File: config.mk
export PLATFORM = sky130hd
export DESIGN_NAME = bit_transposer
export DESIGN_NICKNAME = d
export VERILOG_FILES = /design/src/rtl/xpose_pkg.sv /design/src/rtl/xpose_phase.sv /design/src/rtl/xpose_cell.sv /design/src/rtl/xpose_grid.sv /design/src/rtl/bit_transposer.sv
export SDC_FILE = /design/constraint.sdc
export NUM_CORES = 1
export LEC_CHECK = 0
export BUFFER_PORTS_ARGS = -buffer_cell sky130_fd_sc_hd__buf_4
export CORE_MARGIN = 1
export CORE_UTILIZATION = 45
export DETAILED_ROUTE_END_ITERATION = 7
export SYNTH_ARGS = -nofsm -noshare
export SYNTH_HDL_FRONTEND = slang
export SYNTH_HIERARCHICAL = 1
export SYNTH_SLANG_ARGS = --single-unit
File: constraint.sdc
create_clock -name clk -period 9.8 [get_ports clk]
set_input_delay 1.96 -clock clk [delete_from_list [all_inputs] [get_ports clk]]
set_output_delay 1.96 -clock clk [all_outputs]
set_load 0.05 [all_outputs]
File: src/rtl/xpose_pkg.sv
`timescale 1ns/1ps
package xpose_pkg;
   typedef enum logic {
      FLOW_ROW = 1'b0,   // data moves west to east, drain on east column
      FLOW_COL = 1'b1    // data moves north to south, drain on south row
   } flow_e;
endpackage

File: src/rtl/xpose_phase.sv
`timescale 1ns/1ps
module xpose_phase
   import xpose_pkg::*;
#(
   parameter int N  = 8,
   localparam int CW = (N > 2) ? $clog2(N) : 1
) (
   input  logic          clk,
   input  logic          rst_n,
   output logic [CW-1:0] cnt,
   output flow_e         flow
);
   localparam logic [CW-1:0] LAST = CW'(N - 1);

   always_ff @(posedge clk or negedge rst_n) begin
      if (!rst_n) begin
         cnt  <= '0;
         flow <= FLOW_ROW;
      end else if (cnt == LAST) begin
         cnt  <= '0;
         flow <= (flow == FLOW_ROW) ? FLOW_COL : FLOW_ROW;
      end else begin
         cnt  <= cnt + 1'b1;
      end
   end
endmodule

File: src/rtl/xpose_cell.sv
`timescale 1ns/1ps
module xpose_cell (
   input  logic clk,
   input  logic rst_n,
   input  logic take_north,
   input  logic from_west,
   input  logic from_north,
   output logic q
);
   always_ff @(posedge clk or negedge rst_n) begin
      if (!rst_n) q <= 1'b0;
      else        q <= take_north ? from_north : from_west;
   end
endmodule

File: src/rtl/xpose_grid.sv
`timescale 1ns/1ps
module xpose_grid
   import xpose_pkg::*;
#(
   parameter int N = 8
) (
   input  logic         clk,
   input  logic         rst_n,
   input  flow_e        flow,
   input  logic [N-1:0] lane_in,
   output logic [N-1:0] east_col,
   output logic [N-1:0] south_row
);
   logic [N-1:0] q [N];
   logic         vert;

   assign vert = (flow == FLOW_COL);

   for (genvar r = 0; r < N; r++) begin : g_row
      for (genvar c = 0; c < N; c++) begin : g_col
         logic w_src;
         logic n_src;
         // lane k enters row N-1-k (row flow) or column N-1-k (column flow),
         // so lane 0 always reaches the drain edge first
         if (c == 0) begin : g_wedge
            assign w_src = lane_in[N-1-r];
         end else begin : g_winner
            assign w_src = q[r][c-1];
         end
         if (r == 0) begin : g_nedge
            assign n_src = lane_in[N-1-c];
         end else begin : g_ninner
            assign n_src = q[r-1][c];
         end
         xpose_cell u_cell (
            .clk        (clk),
            .rst_n      (rst_n),
            .take_north (vert),
            .from_west  (w_src),
            .from_north (n_src),
            .q          (q[r][c])
         );
      end
      assign east_col[r]  = q[r][N-1];
      assign south_row[r] = q[N-1][r];
   end
endmodule

File: src/rtl/bit_transposer.sv
`timescale 1ns/1ps
module bit_transposer
   import xpose_pkg::*;
#(
   parameter int N = 8
) (
   input  logic         clk,
   input  logic         rst_n,
   input  logic [N-1:0] s,
   output logic [N-1:0] p
);
   localparam int CW = (N > 2) ? $clog2(N) : 1;

   if (N < 2) begin : g_bad_size
      $error("bit_transposer: N must be at least 2");
   end

   logic [CW-1:0] cnt;
   flow_e         flow;
   logic [N-1:0]  east_col;
   logic [N-1:0]  south_row;

   xpose_phase #(.N(N)) u_phase (
      .clk   (clk),
      .rst_n (rst_n),
      .cnt   (cnt),
      .flow  (flow)
   );

   xpose_grid #(.N(N)) u_grid (
      .clk       (clk),
      .rst_n     (rst_n),
      .flow      (flow),
      .lane_in   (s),
      .east_col  (east_col),
      .south_row (south_row)
   );

   // drain from the edge facing away from the filling axis
   assign p = (flow == FLOW_ROW) ? east_col : south_row;
endmodule

==> flow_summary_export.csv, run 1 <==
group,metric,value,unit
sta,fin_tns_setup,0,ps
clocking,clk_path_buf_depth,2,
synth,yosys.area.top_type,"dfrtp_1",
place,hpwlAfterDp,2320,um
global_route,grt-busiest-layer,"met2",
clocking,numCtsBuffers,9,
clocking,clock_sinks,68,
synth,syn_nets,173,
sta,drv_slew,0,
synth,yosysSeqAreaShare,57.7,%
critical_path,regToRegEndpoint,"u_grid/g_row[1].g_col[6].u_cell/q",
worst_hold_path,worstHoldPathCells,1,
synth,synth_cell_type_count,8,
clocking,hold_buffers,0,
worst_hold_path,hp-class,"register to register",
routing,drt-total-wl,3710,um
layout,area_growth,9.50,%
place,placed_cells,240,
layout,drive_gt1_share,58.4,%
routing,postRouteAntennaNets,0,
die,fp.dieH,83.0,um
synth,netlist.area_leader.share,57.7,%
routing,vias,1242,
routing,route.detailed.drc,0,
synth,syn_avg_cell_area,18.3,um^2
critical_path,path_class,"register to output port",
routing,drt_pass1_iterations,4,
global_route,globalRouteOverflowTotal,0,
layout,post-route-util,50.9,%
routing,viasPerCell,4.87,
layout,fin_cells,255,
global_route,grt_pass1_vias,1324,
sta,period_minus_slack,4330,ps
synth,yosysMostFrequentCell,"mux2_4",
critical_path,cp.required,7840,ps
power,power,0.536,mW
global_route,use_met1,15.6,%
global_route,antenna_found_initial,0,
run,drv_cap,0,
critical_path,r2r_start,"u_phase/flow",
synth,synth_async_sr_flop_share,100,%
power,p_leak,1.49,nW
die,fp.dieW,83.0,um
sta,slew_headroom,44.9,%
clocking,worstSkewPairLatency,320,ps
global_route,grtUsageMet2,18.6,%
critical_path,startpoint_type,"register",
place,place.gp.congestion,0.620,
critical_path,path_max_fanout,44,
sta,fin_skew,6.03,ps
die,dieArea,6880,um^2
global_route,grt_max_degree,69,
critical_path,reg2reg_slack,7830,ps
global_route,grt_pass1_wl,6530,um
clocking,cts_tree,"yes",
clocking,clkSlewWorstSetupHoldPaths,60,ps
place,numPortBuffers,17,
die,rows,29,
sta,rsz0062_at_grt,"no",
synth,synth_area_leaders,"dfrtp_1 58%, mux2_4 37%, buf_4 3.8%, ha_1 0.85%, buf_6 0.38%",
sta,hold_viol_final,0,
synth,synth-seq-cells,68,
synth,yosys_warnings,6,
die,initial_core_util,46.5,%
sta,period_share,44.1,%
clocking,ctsResizeCount,0,
synth,syn_inst,161,
critical_path,arrival,2370,ps
clocking,post-cts-setup-buffer-count,0,
worst_hold_path,worstHoldStart,"u_phase/cnt[0]",
global_route,grt_use_met3,5.47,%
die,num_io_pins,18,
synth,netlist_area,2950,um^2
synth,synth_ff_type,"dfrtp_1",
critical_path,end_kind,"output port",
sta,setup-violations-final,0,
place,placed_cell_area,3060,um^2
critical_path,r2r_cells,2,
global_route,track_usage,12.4,%
synth,synth_edf_count,0,
sta,fmax,231,MHz
routing,wire_per_inst,14.5,um
die,placeableCoreArea,6350,um^2
layout,diodes,0,
layout,nets,186,
worst_hold_path,hold_path_end,"u_phase/cnt[0]",
layout,final_area,3230,um^2
power,p_per_area,166,nW/um^2
synth,synth_commonest_cells,"72 x mux2_4, 68 x dfrtp_1, 15 x buf_4",
clocking,ctsRootBufferMaster,"clkbuf_8",
routing,drt_first_iter_violations,95,
outcome,status,"complete, no violations",
clocking,cts_max_level,3,
power,ir_drop,0.000132,V
sta,worstMarginPinSlew,826,ps
[area by class of cell]
| cell class | count | area (um^2) |
|---|---|---|
| clock buffer | 13 | 159 |
| fill | 532 | 3120 |
| multi-input combinational | 77 | 1120 |
| sequential | 68 | 1710 |
| timing repair buffer | 18 | 135 |
| tap | 77 | 96.3 |
| clock inverter | 2 | 10.0 |
[power breakdown]
part           internal [mW]  total, mW  leakage [nW]  switching, mW
Clock                  0.104      0.194        0.0893         0.0901
Sequential             0.294      0.302         0.796        0.00793
Combinational         0.0236     0.0399         0.606         0.0163
[worst max-delay path: stages, from the launching register on]
cell and delay (ps):
dfrtp_4 760, buf_4 710, mux2_4 350, buf_4 190
[state kept, by name (all words and copies together) (netlist names)]
signal and cells:
u_grid/g_row.g_col.u_cell/q 64, u_phase/cnt 3, u_phase/flow 1
[worst max-delay path by stage]
stage	cells past startpoint	to	startpoint	slack (ps)
floorplan	2	p[0]	u_phase/flow	4730
global placement	3	p[0]	u_phase/flow	5840
detailed placement	3	p[5]	u_phase/flow	5800
CTS	3	p[5]	u_phase/flow	5420
global route	3	p[0]	u_phase/flow	5340
finish	3	p[0]	u_phase/flow	5470
[placed cells by master, fill, tap and decap left out, drive strengths merged]
cell type / instances
buf: 18
clkbuf: 13
clkinv: 2
dfrtp: 68
ha: 2
mux2: 72
nor2: 1
nor2b: 1
xor2: 1
[per-stage QoR]
step | worst slack (ps) | hold WS [ps]
3_5_place_dp | 5800 | 440
2_1_floorplan | 4730 | 410
6_report | 5470 | 448
3_3_place_gp | 5840 | 420
4_1_cts | 5420 | 451
5_1_grt | 5340 | 472
[cells by family (layout without fill, tap and decap cells)]
logic type	count (synthesis)	in the layout	share of synthesized area (%)
muxes	72	72	36.6
DFF	68	68	57.7
and+or+nand+nor	2	2	0.339
adders and majority gates	2	2	0.848
xor gates and xnor gates	1	1	0.297
buffers and inverters	16	33	4.20
[per-layer routing]
layer	up-vias	wire length, um
li1	574	-
met1	637	1640
met2	25	1840
met3	6	157
met4	0	68
met5	-	0
Power figures use the tool's default switching activity.
==> run 2: changes to the inputs <==
==> constraint.sdc (replaced) <==
create_clock -name clk -period 3.65 [get_ports clk]
set_input_delay 0.73 -clock clk [delete_from_list [all_inputs] [get_ports clk]]
set_output_delay 0.73 -clock clk [all_outputs]
set_load 0.05 [all_outputs]
==> run 2 against run 1 <==
  * Non-clock buffer count rose by 1
  * Clock-buffer cell count is 1 higher
  * Wire length decreased by 1.5%
  * Register-to-register slack got worse by 5900 ps
  * Final cell count grew 0.78%
  * Critical path type unchanged
  * Largest cell class unchanged
  * Largest power group unchanged
==> flow_summary_export.csv, run 2 (synthesized netlist as in run 1, its figures left out) <==
group,metric,value,unit
clocking,hold_buffers,0,
global_route,globalRouteOverflowTotal,0,
routing,wire_per_inst,14.2,um
layout,largest_register_ffs,64,
layout,top_register,"u_grid/g_row.g_col.u_cell/q",
clocking,post-cts-setup-buffer-count,0,
clocking,clkSlewWorstSetupHoldPaths,70,ps
layout,post-route-util,51.1,%
routing,drt_pass1_iterations,3,
clocking,clock_sinks,68,
critical_path,end_kind,"output port",
layout,nFillCells,519,
die,rows,29,
routing,drt-total-wl,3650,um
sta,worstMarginPinSlew,822,ps
outcome,status,"complete, no violations",
die,fp.dieH,83.0,um
critical_path,path_class,"register to output port",
routing,route.detailed.drc,0,
sta,fin_hold_ws,437,ps
layout,nets,187,
sta,rsz0062_at_grt,"no",
clocking,cts_tree,"yes",
routing,vias,1241,
sta,hold_viol_final,0,
global_route,grt-busiest-layer,"met2",
sta,setup-violations-final,0,
sta,slew_headroom,45.2,%
die,fp.dieW,83.0,um
routing,drt_first_iter_violations,24,
global_route,grt_pass1_wl,6290,um
clocking,ctsResizeCount,0,
layout,final_area,3240,um^2
layout,diodes,0,
power,p_per_area,449,nW/um^2
global_route,grtUsageMet2,19.4,%
sta,drv_slew,0,
sta,fin_skew,8.36,ps
sta,fin_tns_setup,0,ps
global_route,grt_use_met3,5.17,%
place,place.gp.congestion,0.580,
place,dp_slack,1630,ps
global_route,grt_pass1_vias,1367,
place,placed_cell_area,3070,um^2
critical_path,arrival,1640,ps
power,p_leak,1.50,nW
layout,final_cell_mix,"72 x mux2_4, 67 x dfrtp_1, 19 x buf_4, 11 x clkbuf_8, 3 x clkbuf_1",
clocking,worstSkewPairLatency,330,ps
layout,drive_gt1_share,58.3,%
global_route,grt_max_degree,69,
routing,viasPerCell,4.83,
die,placeableCoreArea,6350,um^2
layout,area_growth,9.88,%
clocking,numCtsBuffers,9,
layout,layout_commonest_cell,"mux2_4",
clocking,cts_max_level,3,
die,initial_core_util,46.5,%
run,drv_cap,0,
die,dieArea,6880,um^2
layout,seq_area,1710,um^2
global_route,track_usage,12.3,%
place,numPortBuffers,17,
global_route,antenna_found_initial,0,
sta,fin_ws,1280,ps
place,hpwlAfterDp,2300,um
power,ir_drop,0.000230,V
clocking,ctsRootBufferMaster,"clkbuf_8",
routing,postRouteAntennaNets,0,
layout,top_regs,"u_grid/g_row.g_col.u_cell/q: 64 flops, u_phase/cnt: 3 flops, u_phase/flow: 1 flops",
critical_path,path_max_fanout,30,
critical_path,startpoint_type,"register",
global_route,use_met1,13.7,%
die,num_io_pins,18,
critical_path,cp.required,2920,ps
sta,fmax,422,MHz
worst_hold_path,hp-class,"register to register",
sta,period_minus_slack,2370,ps
sta,period_share,65.0,%
clocking,clk_path_buf_depth,2,
layout,multiInputGateArea,1120,um^2
[run 2: cell count changes in the layout (fill, tap and decap cells not counted)]
cell      delta
clkbuf_1     +1
buf_4        +1
[run 2: routing by layer]
metal,up-vias,routed length (um)
li1,577,-
met1,635,1570
met4,0,59
met2,22,1860
met3,7,160
met5,-,0
[run 2: layout make-up]
class                   count  share of cell area [%]
flip-flops and latches     68                    52.6
clock buffers              14                    5.02
well taps                  77                    2.97
repair buffers             19                    4.40
clock inverters             2                   0.309
multi-input cells          77                    34.7
[run 2: final timing paths]
check / from / to / slack (ps) / cells after the start
hold reg to reg: u_phase/cnt[0] / u_phase/cnt[0] / 440 / 1
min in group asynchronous: rst_n / u_grid/g_row[7].g_col[7].u_cell/q / 500 / 1
max in group asynchronous: rst_n / u_phase/flow / 2550 / 1
setup reg to reg: u_phase/flow / u_grid/g_row[0].g_col[2].u_cell/q / 1930 / 2
setup / recovery: u_phase/flow / p[7] / 1280 / 2
hold / removal: u_phase/cnt[0] / u_phase/cnt[0] / 440 / 1
[run 2: where the power goes]
group          internal (mW)  total [mW]  switching [mW]
clock network          0.282       0.537           0.255
registers              0.790       0.811          0.0210
logic                 0.0634       0.107          0.0431
[run 2: per-stage QoR]
step | instances | total power, mW
after floorplan | 161 | 0.905
after global placement | 241 | 0.931
after detailed placement | 241 | 0.935
after CTS | 257 | 1.48
after global routing | 257 | 1.54
final | 257 | 1.45
[run 2: critical path, stage by stage (launching register included)]
cell,delay [ps]
dfrtp_4,770
mux2_4,340
buf_4,190
